$ cat config.mk
export PLATFORM = sky130hd
export DESIGN_NAME = xfer_stat_top
export DESIGN_NICKNAME = d
export VERILOG_FILES = /design/src/rtl/xfer_stat_pkg.sv /design/src/rtl/xfer_word_fmt.sv /design/src/rtl/xfer_side.sv /design/src/rtl/xfer_stat_top.sv
export SDC_FILE = /design/constraint.sdc
export NUM_CORES = 1
export LEC_CHECK = 0
export ABC_AREA = 1
export BUFFER_PORTS_ARGS = -buffer_cell sky130_fd_sc_hd__buf_2
export CAP_MARGIN = 20
export CORE_MARGIN = 8
export CORE_UTILIZATION = 35
export CTS_BUF_LIST = sky130_fd_sc_hd__clkbuf_4
export CTS_CLUSTER_SIZE = 14
export DETAILED_ROUTE_END_ITERATION = 16
export PLACE_DENSITY = 0.57
export SYNTH_ARGS = -nofsm -noshare
export SYNTH_HDL_FRONTEND = slang
export SYNTH_SLANG_ARGS = --single-unit
$ cat constraint.sdc
create_clock -name clk -period 3.2 [get_ports clk]
set_clock_uncertainty 0.05 [all_clocks]
set_input_delay 0 -clock clk [delete_from_list [all_inputs] [get_ports clk]]
set_output_delay 0 -clock clk [all_outputs]
set_load 0.01 [all_outputs]
$ cat src/rtl/xfer_stat_pkg.sv
package xfer_stat_pkg;
  typedef enum logic [1:0] {
    XM_FIFO  = 2'd0,
    XM_BLOCK = 2'd1,
    XM_RSV2  = 2'd2,
    XM_RSV3  = 2'd3
  } xfer_mode_e;

  localparam logic [3:0] A_CFG    = 4'd0;
  localparam logic [3:0] A_MODE   = 4'd1;
  localparam logic [3:0] A_FRD    = 4'd2;
  localparam logic [3:0] A_FWR    = 4'd3;
  localparam logic [3:0] A_BIN    = 4'd4;
  localparam logic [3:0] A_BOUT   = 4'd5;
  localparam logic [3:0] A_OPCLR  = 4'd6;
  localparam logic [3:0] A_ERRCLR = 4'd7;
  localparam logic [3:0] A_SERCLR = 4'd8;
  localparam logic [3:0] A_ERREN  = 4'd9;
  localparam logic [3:0] A_OPMSK  = 4'd10;

  // Byte footprint of one word from the (bits-per-word - 1) field.
  function automatic logic [2:0] bytes_for_n(input logic [4:0] n);
    if (n <= 5'd7)       return 3'd1;
    else if (n <= 5'd15) return 3'd2;
    else                 return 3'd4;
  endfunction
endpackage

$ cat src/rtl/xfer_word_fmt.sv
module xfer_word_fmt
  import xfer_stat_pkg::*;
(
  input  logic [4:0]  nfield,
  input  logic [31:0] raw,
  output logic [2:0]  word_bytes,
  output logic [31:0] justified
);
  logic [5:0]  bpw;
  logic [32:0] keep;

  always_comb begin
    bpw        = {1'b0, nfield} + 6'd1;
    keep       = (33'd1 << bpw) - 33'd1;
    word_bytes = bytes_for_n(nfield);
    justified  = raw & keep[31:0];
  end

  always_comb begin
    assert_bytes_code_R1: assert ($countones(word_bytes) == 1);
  end
endmodule

$ cat src/rtl/xfer_side.sv
module xfer_side
  import xfer_stat_pkg::*;
#(
  parameter int CNT_W    = 16,
  parameter int DEPTH    = 8,
  parameter int BLK      = 4,
  parameter int LVL_W    = 4,
  parameter bit IS_INPUT = 1'b1,
  localparam int BW      = (BLK > 1) ? $clog2(BLK) : 1
) (
  input  logic             clk,
  input  logic             rst_n,
  input  logic             restart,
  input  logic [1:0]       mode,
  input  logic [CNT_W-1:0] fifo_tgt,
  input  logic [CNT_W-1:0] blk_tgt,
  input  logic             fill,
  input  logic             drain,
  input  logic [LVL_W-1:0] level,
  output logic             done_hit,
  output logic             svc_hit,
  output logic             over_hit,
  output logic             under_hit,
  output logic             full,
  output logic             not_empty
);
  logic [CNT_W-1:0] cnt_q, cnt_d;
  logic [BW-1:0]    blk_q, blk_d;
  logic [CNT_W-1:0] tgt;
  logic [CNT_W:0]   cnt_inc;
  logic             fill_ok, drain_ok, cnt_ev, fifo_svc, blk_wrap;

  always_comb begin
    full      = (level == LVL_W'(DEPTH));
    not_empty = (level != '0);
    over_hit  = fill && full;
    under_hit = drain && !not_empty;
    fill_ok   = fill && !full;
    drain_ok  = drain && not_empty;
  end

  if (IS_INPUT) begin : g_in
    assign cnt_ev   = fill_ok;
    assign fifo_svc = fill_ok;
  end else begin : g_out
    assign cnt_ev   = drain_ok;
    assign fifo_svc = drain_ok && (level == LVL_W'(1));
  end

  always_comb begin
    case (xfer_mode_e'(mode))
      XM_FIFO:  tgt = fifo_tgt;
      XM_BLOCK: tgt = blk_tgt;
      default:  tgt = '0;
    endcase
    cnt_inc  = {1'b0, cnt_q} + 1'b1;
    blk_wrap = (blk_q == BW'(BLK - 1));
    done_hit = cnt_ev && (tgt != '0) && (cnt_inc == {1'b0, tgt});
    case (xfer_mode_e'(mode))
      XM_FIFO:  svc_hit = fifo_svc;
      XM_BLOCK: svc_hit = cnt_ev && blk_wrap;
      default:  svc_hit = 1'b0;
    endcase
  end

  always_comb begin
    cnt_d = cnt_q;
    blk_d = blk_q;
    if (restart) begin
      cnt_d = '0;
      blk_d = '0;
    end else if (cnt_ev) begin
      if (cnt_q != '1) cnt_d = cnt_inc[CNT_W-1:0];
      blk_d = blk_wrap ? '0 : blk_q + 1'b1;
    end
  end

  always_ff @(posedge clk or negedge rst_n) begin
    if (!rst_n) begin
      cnt_q <= '0;
      blk_q <= '0;
    end else begin
      cnt_q <= cnt_d;
      blk_q <= blk_d;
    end
  end

  assert_blk_bound_R5: assert property (@(posedge clk) disable iff (!rst_n)
    blk_q <= BW'(BLK - 1));
endmodule

$ cat src/rtl/xfer_stat_top.sv
module xfer_stat_top
  import xfer_stat_pkg::*;
#(
  parameter int BLK_CODE  = 0,
  parameter int FIFO_CODE = 0,
  parameter int CNT_W     = 16,
  localparam int BLK      = (BLK_CODE == 0) ? 4 : BLK_CODE * 16,
  localparam int DEPTH    = BLK * (2 << FIFO_CODE),
  localparam int LVL_W    = $clog2(DEPTH + 1)
) (
  input  logic             clk,
  input  logic             rst_n,
  input  logic             wr_en,
  input  logic [3:0]       wr_addr,
  input  logic [31:0]      wr_data,
  input  logic             in_push,
  input  logic             in_pop,
  input  logic             out_push,
  input  logic             out_pop,
  input  logic [LVL_W-1:0] in_level,
  input  logic [LVL_W-1:0] out_level,
  input  logic             sclk_over,
  input  logic             sclk_under,
  input  logic [31:0]      rx_raw,
  output logic [15:0]      op_flags,
  output logic [7:0]       err_flags,
  output logic [1:0]       ser_flags,
  output logic [2:0]       word_bytes,
  output logic [31:0]      rx_word,
  output logic             irq
);
  // configuration
  logic [4:0]       n_q, n_d;
  logic [1:0]       imode_q, imode_d, omode_q, omode_d;
  logic [CNT_W-1:0] frd_q, frd_d, fwr_q, fwr_d, bin_q, bin_d, bout_q, bout_d;
  logic [5:0]       en_q, en_d;
  logic [3:0]       msk_q, msk_d;
  // sticky flags: op {in done, out done, in svc, out svc}
  // err {out over, in under, out under, in over}
  logic [3:0]       op_q, op_d, err_q, err_d;
  logic [1:0]       ser_q, ser_d;
  logic             restart;

  // per-direction trackers, index 0 = output, 1 = input
  logic [1:0]       fill_a, drain_a, done_a, svc_a, over_a, under_a, full_a, ne_a;
  logic [1:0]       mode_a [2];
  logic [LVL_W-1:0] lvl_a [2];
  logic [CNT_W-1:0] ftgt_a [2];
  logic [CNT_W-1:0] btgt_a [2];

  assign fill_a    = {in_push, out_push};
  assign drain_a   = {in_pop, out_pop};
  assign mode_a[0] = omode_q;
  assign mode_a[1] = imode_q;
  assign lvl_a[0]  = out_level;
  assign lvl_a[1]  = in_level;
  assign ftgt_a[0] = fwr_q;
  assign ftgt_a[1] = frd_q;
  assign btgt_a[0] = bout_q;
  assign btgt_a[1] = bin_q;

  for (genvar g = 0; g < 2; g++) begin : g_side
    xfer_side #(
      .CNT_W(CNT_W), .DEPTH(DEPTH), .BLK(BLK), .LVL_W(LVL_W),
      .IS_INPUT(g == 1)
    ) u_side (
      .clk(clk), .rst_n(rst_n), .restart(restart),
      .mode(mode_a[g]), .fifo_tgt(ftgt_a[g]), .blk_tgt(btgt_a[g]),
      .fill(fill_a[g]), .drain(drain_a[g]), .level(lvl_a[g]),
      .done_hit(done_a[g]), .svc_hit(svc_a[g]),
      .over_hit(over_a[g]), .under_hit(under_a[g]),
      .full(full_a[g]), .not_empty(ne_a[g])
    );
  end

  xfer_word_fmt u_fmt (
    .nfield(n_q), .raw(rx_raw), .word_bytes(word_bytes), .justified(rx_word)
  );

  // next state
  always_comb begin
    n_d = n_q;  imode_d = imode_q;  omode_d = omode_q;
    frd_d = frd_q;  fwr_d = fwr_q;  bin_d = bin_q;  bout_d = bout_q;
    en_d = en_q;  msk_d = msk_q;
    restart = 1'b0;
    op_d  = op_q  | {done_a[1], done_a[0], svc_a[1], svc_a[0]};
    err_d = err_q | {over_a[0], under_a[1], under_a[0], over_a[1]};
    ser_d = ser_q | {sclk_over, sclk_under};
    if (wr_en) begin
      case (wr_addr)
        A_CFG:    n_d = wr_data[4:0];
        A_MODE:   begin imode_d = wr_data[13:12]; omode_d = wr_data[11:10]; restart = 1'b1; end
        A_FRD:    begin frd_d  = wr_data[CNT_W-1:0]; restart = 1'b1; end
        A_FWR:    begin fwr_d  = wr_data[CNT_W-1:0]; restart = 1'b1; end
        A_BIN:    begin bin_d  = wr_data[CNT_W-1:0]; restart = 1'b1; end
        A_BOUT:   begin bout_d = wr_data[CNT_W-1:0]; restart = 1'b1; end
        A_OPCLR:  op_d  = (op_q & ~wr_data[11:8]) | {done_a[1], done_a[0], svc_a[1], svc_a[0]};
        A_ERRCLR: err_d = (err_q & ~wr_data[5:2]) | {over_a[0], under_a[1], under_a[0], over_a[1]};
        A_SERCLR: ser_d = (ser_q & ~wr_data[1:0]) | {sclk_over, sclk_under};
        A_ERREN:  en_d  = wr_data[5:0];
        A_OPMSK:  msk_d = wr_data[11:8];
        default:  ;
      endcase
    end
  end

  always_ff @(posedge clk or negedge rst_n) begin
    if (!rst_n) begin
      n_q <= '0;  imode_q <= '0;  omode_q <= '0;
      frd_q <= '0;  fwr_q <= '0;  bin_q <= '0;  bout_q <= '0;
      en_q <= '0;  msk_q <= '0;
      op_q <= '0;  err_q <= '0;  ser_q <= '0;
    end else begin
      n_q <= n_d;  imode_q <= imode_d;  omode_q <= omode_d;
      frd_q <= frd_d;  fwr_q <= fwr_d;  bin_q <= bin_d;  bout_q <= bout_d;
      en_q <= en_d;  msk_q <= msk_d;
      op_q <= op_d;  err_q <= err_d;  ser_q <= ser_d;
    end
  end

  assign op_flags  = {4'b0, op_q, full_a[1], full_a[0], ne_a[1], ne_a[0], 4'b0};
  assign err_flags = {2'b0, err_q, 2'b0};
  assign ser_flags = ser_q;
  assign irq = |(op_q & ~msk_q) | |(err_q & en_q[5:2]) | |(ser_q & en_q[1:0]);

  assert_in_done_src_R4: assert property (@(posedge clk) disable iff (!rst_n)
    $rose(op_q[3]) |-> $past(in_push));
  assert_in_over_src_R8: assert property (@(posedge clk) disable iff (!rst_n)
    $rose(err_q[0]) |-> $past(in_push && in_level == LVL_W'(DEPTH)));
  assert_err_sticky_R9: assert property (@(posedge clk) disable iff (!rst_n)
    !$past(wr_en && wr_addr == A_ERRCLR) |-> ((err_q & $past(err_q)) == $past(err_q)));
  assert_irq_quiet_R10: assert property (@(posedge clk) disable iff (!rst_n)
    (op_q == '0 && err_q == '0 && ser_q == '0) |-> !irq);
endmodule

# Word-level counts from Yosys, hierarchy flattened
# Cells that the tools add are included.
# totals
out_inout_bits	62
word_cells	132
ff_bits	129
input_bits	85
# op_classes
shifts	1
eq_ne	21
n_lt_le_gt_ge	2
muxes	26
add_sub_neg	6
n_reduce_logical	41
bitwise	19
# op_table
operator	n
16-bit 2-to-1 mux	6
16-bit one-hot mux with 2 select lines	2
16-bit by 1-bit adder with 17-bit output (second input constant)	2
17-bit by 16-bit equality test with 1-bit output	2
32-bit bitwise AND	1
16-bit inequality test (second input constant)	2
16-bit nonzero test	2
1-bit by 6-bit << shifter with 32-bit output (first input constant)	1
32-bit by 1-bit subtractor with 32-bit output (second input constant)	1
4-bit equality test (second input constant)	5
2-bit AND reduction	10
4-bit bitwise AND	4
4-bit by 3-bit equality test with 1-bit output (second input constant)	4
2-bit 2-to-1 mux	8
4-bit 2-to-1 mux	4
4-bit bitwise OR	4
1-bit logical AND	13
4-bit inverter	3
4-bit by 1-bit equality test with 1-bit output (second input constant)	2
4-bit by 2-bit equality test with 1-bit output (second input constant)	2
2-bit nonzero test	4
4-bit nonzero test	2
4-bit OR reduction	2
5-bit by 1-bit adder with 6-bit output (second input constant)	1
17 further kinds	29

# Depth between registers and ports, before layout
# depth
word_depth	8
depth_mapped	17
mapped_depth_nobuf	17

# Modules after synthesis
# A second synthesis with hierarchy kept.
# hier_totals
hier_cells	1365
area_unflattened_um2	8958.6
# by_module_without_submodules
module	area_per_inst_um2	instances	seq_area_each_um2	cells_each
xfer_stat_top	3985.1	1	2327.2	478
xfer_side at g_side[1].u_side	1918.1	1	450.4	326
xfer_side at g_side[0].u_side	1916.8	1	450.4	321
xfer_word_fmt	1138.6	1	0.0	240

# Worst setup path before layout
# OpenSTA, ideal clock, no wires.
# synth_path
path_kind	register to output
from	reg n_q[1]
to	out rx_word[24]
required_ns	3.150
setup_slack_ns	0.733
arrival_time_ns	2.417
path_stages_with_launch	17
n_path_buf	1
path_cell_list	dfrtp_1 > nand2_2 > nor2_4 > nand2_2 > inv_1 > ha_1 > buf_2 > nand2_1 > ha_1 > nand3_2 > inv_2 > nand2_1 > nor2_1 > nand3_1 > nand2_1 > nand2_1 > nor2_1
# synth_via
elab_chain_len	4
# synth_rtl
item	line_no	text
start: declaration	xfer_stat_top.sv:33	logic [4:0] n_q, n_d;
start signal: assignment	xfer_stat_top.sv:114	n_q <= n_d; imode_q <= imode_d; omode_q <= omode_d;
5-bit by 1-bit adder with 6-bit output	xfer_word_fmt.sv:13	bpw = {1'b0, nfield} + 6'd1;
1-bit by 6-bit << shifter with 32-bit output	xfer_word_fmt.sv:14	keep = (33'd1 << bpw) - 33'd1;
32-bit by 1-bit subtractor with 32-bit output	xfer_word_fmt.sv:14	
32-bit bitwise AND	xfer_word_fmt.sv:16	justified = raw & keep[31:0];
end: declaration	xfer_stat_top.sv:29	output logic [31:0] rx_word,
# No other way between the ends.

# Worst setup path after layout
# Same ends and word-level chain as after synthesis.

==> metrics.cfg <==
[outcome]
status = completed

[setup_path]
setup.worst_path.start_class = register
max_stage_delay_ps = 380
cp.arrival_ps = 2920
critical_path.cell_chain = nand2_2 > nor2_4 > nand2_4 > inv_4 > ha_4 > inv_2 > nor2_4 > nand2_2 > ha_4 > nand3_4 > inv_2 > nand2_1 > nor2_2 > nand3_1 > nand2_1 > nand2_1 > nor2_1 > buf_2
crit_type = reg -> out
path_common_cell = nand2_1
crit_buf_inv = 4
worst_setup_path_end_kind = output port
cpMaxStageDelayCell = dfrtp_2
critical_path_cell_count = 18
required_ps = 3150
cpLargestDelayFamily = simple AND/OR/NAND/NOR gates
path_max_fanout = 5
r2r_cells = 11

[synthesis]
ys_warn_count = 0
synth.top_cell.area_share_pct = 38.9
synth-seq-area-share_pct = 38.9
synth_edf_count = 0
synthArstFlopShare_pct = 100
synth.distinct_cells = 45
syn-instance-count = 1210
yosys_register_bits = 129
ys.flop_type = dfrtp_1
synth_area_leader_cell = dfrtp_1
avgSynthCellArea_um2 = 6.86
synthTopCellsByArea = dfrtp_1 39%, nand2_1 18%, o21ai_0 6.4%
synth_area_um2 = 8300

[clocking]
clock-sinks = 129
cts_htree_levels = 4
cts_tree = built
clk-insertion-delay-late_ps = 540
cts_root_buf = clkbuf_4
cts_buffers = 17
cts_buffer_depth = 2
clkTransAtPathRegs_ps = 100

[global_routing]
grt_overflow = 0
grt_usage_pct = 17.5
antenna_found_initial = 1
grt_max_degree = 77
grt_pass1_wl_um = 40900
grt_pass1_vias = 8123

[sta]
drv_slew = 0
fin_ws_ps = 230
rsz0062_at_grt = no
timing.final.crit_share_pct = 92.8
finalHoldViolCount = 0
fin_hold_ws_ps = 39.9
slew_headroom_pct = 36.4
tightest_slew_ps = 951
setup_viol = 0
fin_crit_ps = 2970
fmax_mhz = 337
fin_tns_setup_ps = 0

[routing]
wl_um = 24900
ant_nets = 0
avgViaCountPerCell = 4.85
drt_pass1_iterations = 5
wire_per_inst_um = 14.5
drc = 0
num_vias = 8311
first_iter_violations = 593

[placed_design]
gp_congestion = 0.898
place_ws_ps = 360
dp_hpwl_um = 18800
numPortBuffers = 118

[finish]
fin_util_pct = 43.5
area_delta_synth_final_pct = 22.6
drive_gt1_share_pct = 18.1
num-nets-final = 1475

[power_and_ir_drop]
irDropWorstVdd_uv = 284
powerDensity_nw_per_um2 = 540
p_leak_nw = 5.11
p_total_w = 0.00550

[floorplanning]
rows = 56
design.core.area_um2 = 23400
die_h_um = 170
die_w_um = 170
die_area_um2 = 28900
start_util_pct = 35.5
io_pins = 147

[worst_hold_path]
hp-class = in -> reg
hold_depth = 4

[flow_run]
maxCapViolCount = 0

==> tightest hold or removal path, stage by stage <==
cell and delay [ps]:
buf_2 110, nand3_1 150, nor2_1 130, a21oi_1 170
==> sequential cells by signal (all words and copies together) (netlist names) <==
signal / count
g_side.u_side.cnt_q: 32
n_q: 5
omode_q: 2
msk_q: 4
g_side.u_side.blk_q: 4
err_q: 4
fwr_q: 16
ser_flags: 2
en_q: 6
bout_q: 16
imode_q: 2
op_q: 4
bin_q: 16
frd_q: 16
==> cell families after synthesis <==
logic type	share of synthesized area, %
XOR/XNOR	1.05
buffers and inverters	9.42
adder cells (fa/ha/maj)	0.904
flip-flops	38.9
other	0.0452
AO/OA/AOI/OAI	13.1
AND/OR/NAND/NOR	36.6
==> synth_stat cells (6+ instances only) <==
master	instances
a21oi_1	34
buf_2	7
buf_4	16
clkbuf_1	16
dfrtp_1	129
ha_1	6
inv_1	133
nand2_1	392
nand2_2	11
nand3_1	82
nand3b_1	8
nand4_1	13
nor2_1	141
nor2_2	14
nor2_4	6
nor3_1	15
o21ai_0	106
o22ai_2	18
xor2_1	7
==> layout by cell type (no fill, tap or decap), drive strengths merged, types with 4 or more instances in the layout <==
master         n
nand2        403
nor2         161
inv          138
buf          134
dfrtp        129
o21ai        108
nand3         87
dlygate4sd3   53
a21oi         35
o22ai         23
clkbuf        20
nor3          18
nand4         15
conb          12
nand3b         8
clkinv         8
xor2           7
ha             6
a31oi          4
==> power by group <==
| part | switching (W) | internal, W |
|---|---|---|
| Clock | 0.000577 | 0.000544 |
| Sequential | 0.000211 | 0.00193 |
| Combinational | 0.00139 | 0.000850 |
| Total | 0.00218 | 0.00332 |
==> worst paths after layout <==
path                       slack, ps                 startpoint                        end
setup / recovery                 230                     n_q[1]                rx_word[24]
hold / removal                    40                 wr_addr[3]                   msk_q[0]
setup reg to reg                 710  g_side[0].u_side.cnt_q[0]  g_side[0].u_side.cnt_q[5]
hold reg to reg                  440                  fwr_q[11]                  fwr_q[11]
max in group asynchronous       2190                      rst_n                     n_q[1]
min in group asynchronous        500                      rst_n                   msk_q[2]
==> stage by stage <==
step / std cells / instance area, um^2
after floorplan: 1221 / 8350
after CTS: 1711 / 10100
final: 1715 / 10200
after global placement: 1624 / 9160
after global routing: 1715 / 10200
after detailed placement: 1624 / 9160
==> routing by layer <==
| metal | track usage, % | vias up | share of wire, % |
|---|---|---|---|
| li1 | - | 4199 | - |
| met1 | 23.6 | 3840 | 48 |
| met2 | 27.8 | 239 | 44 |
| met3 | 3.41 | 33 | 6.0 |
| met4 | 5.76 | 0 | 2.0 |
| met5 | 0 | - | 0 |
==> layout make-up <==
class / count / area (um^2)
Fill cell: 2531 / 13200
Inverter: 139 / 524
Clock buffer: 20 / 150
Timing Repair Buffer: 187 / 1280
Antenna cell: 1 / 2.50
Multi-Input combinational cell: 910 / 4470
Sequential cell: 129 / 3230
Clock inverter: 10 / 119
Tap cell: 319 / 399
==> timing repair <==
item,in CTS,in global routing
setup endpoints to repair,21,22
endpoints found under the hold margin,228,0
hold buffers,54,0
buffers inserted,3,3
pin swaps,4,6
resized for setup,14,20
Note: power is estimated with default switching activity, not from simulation.
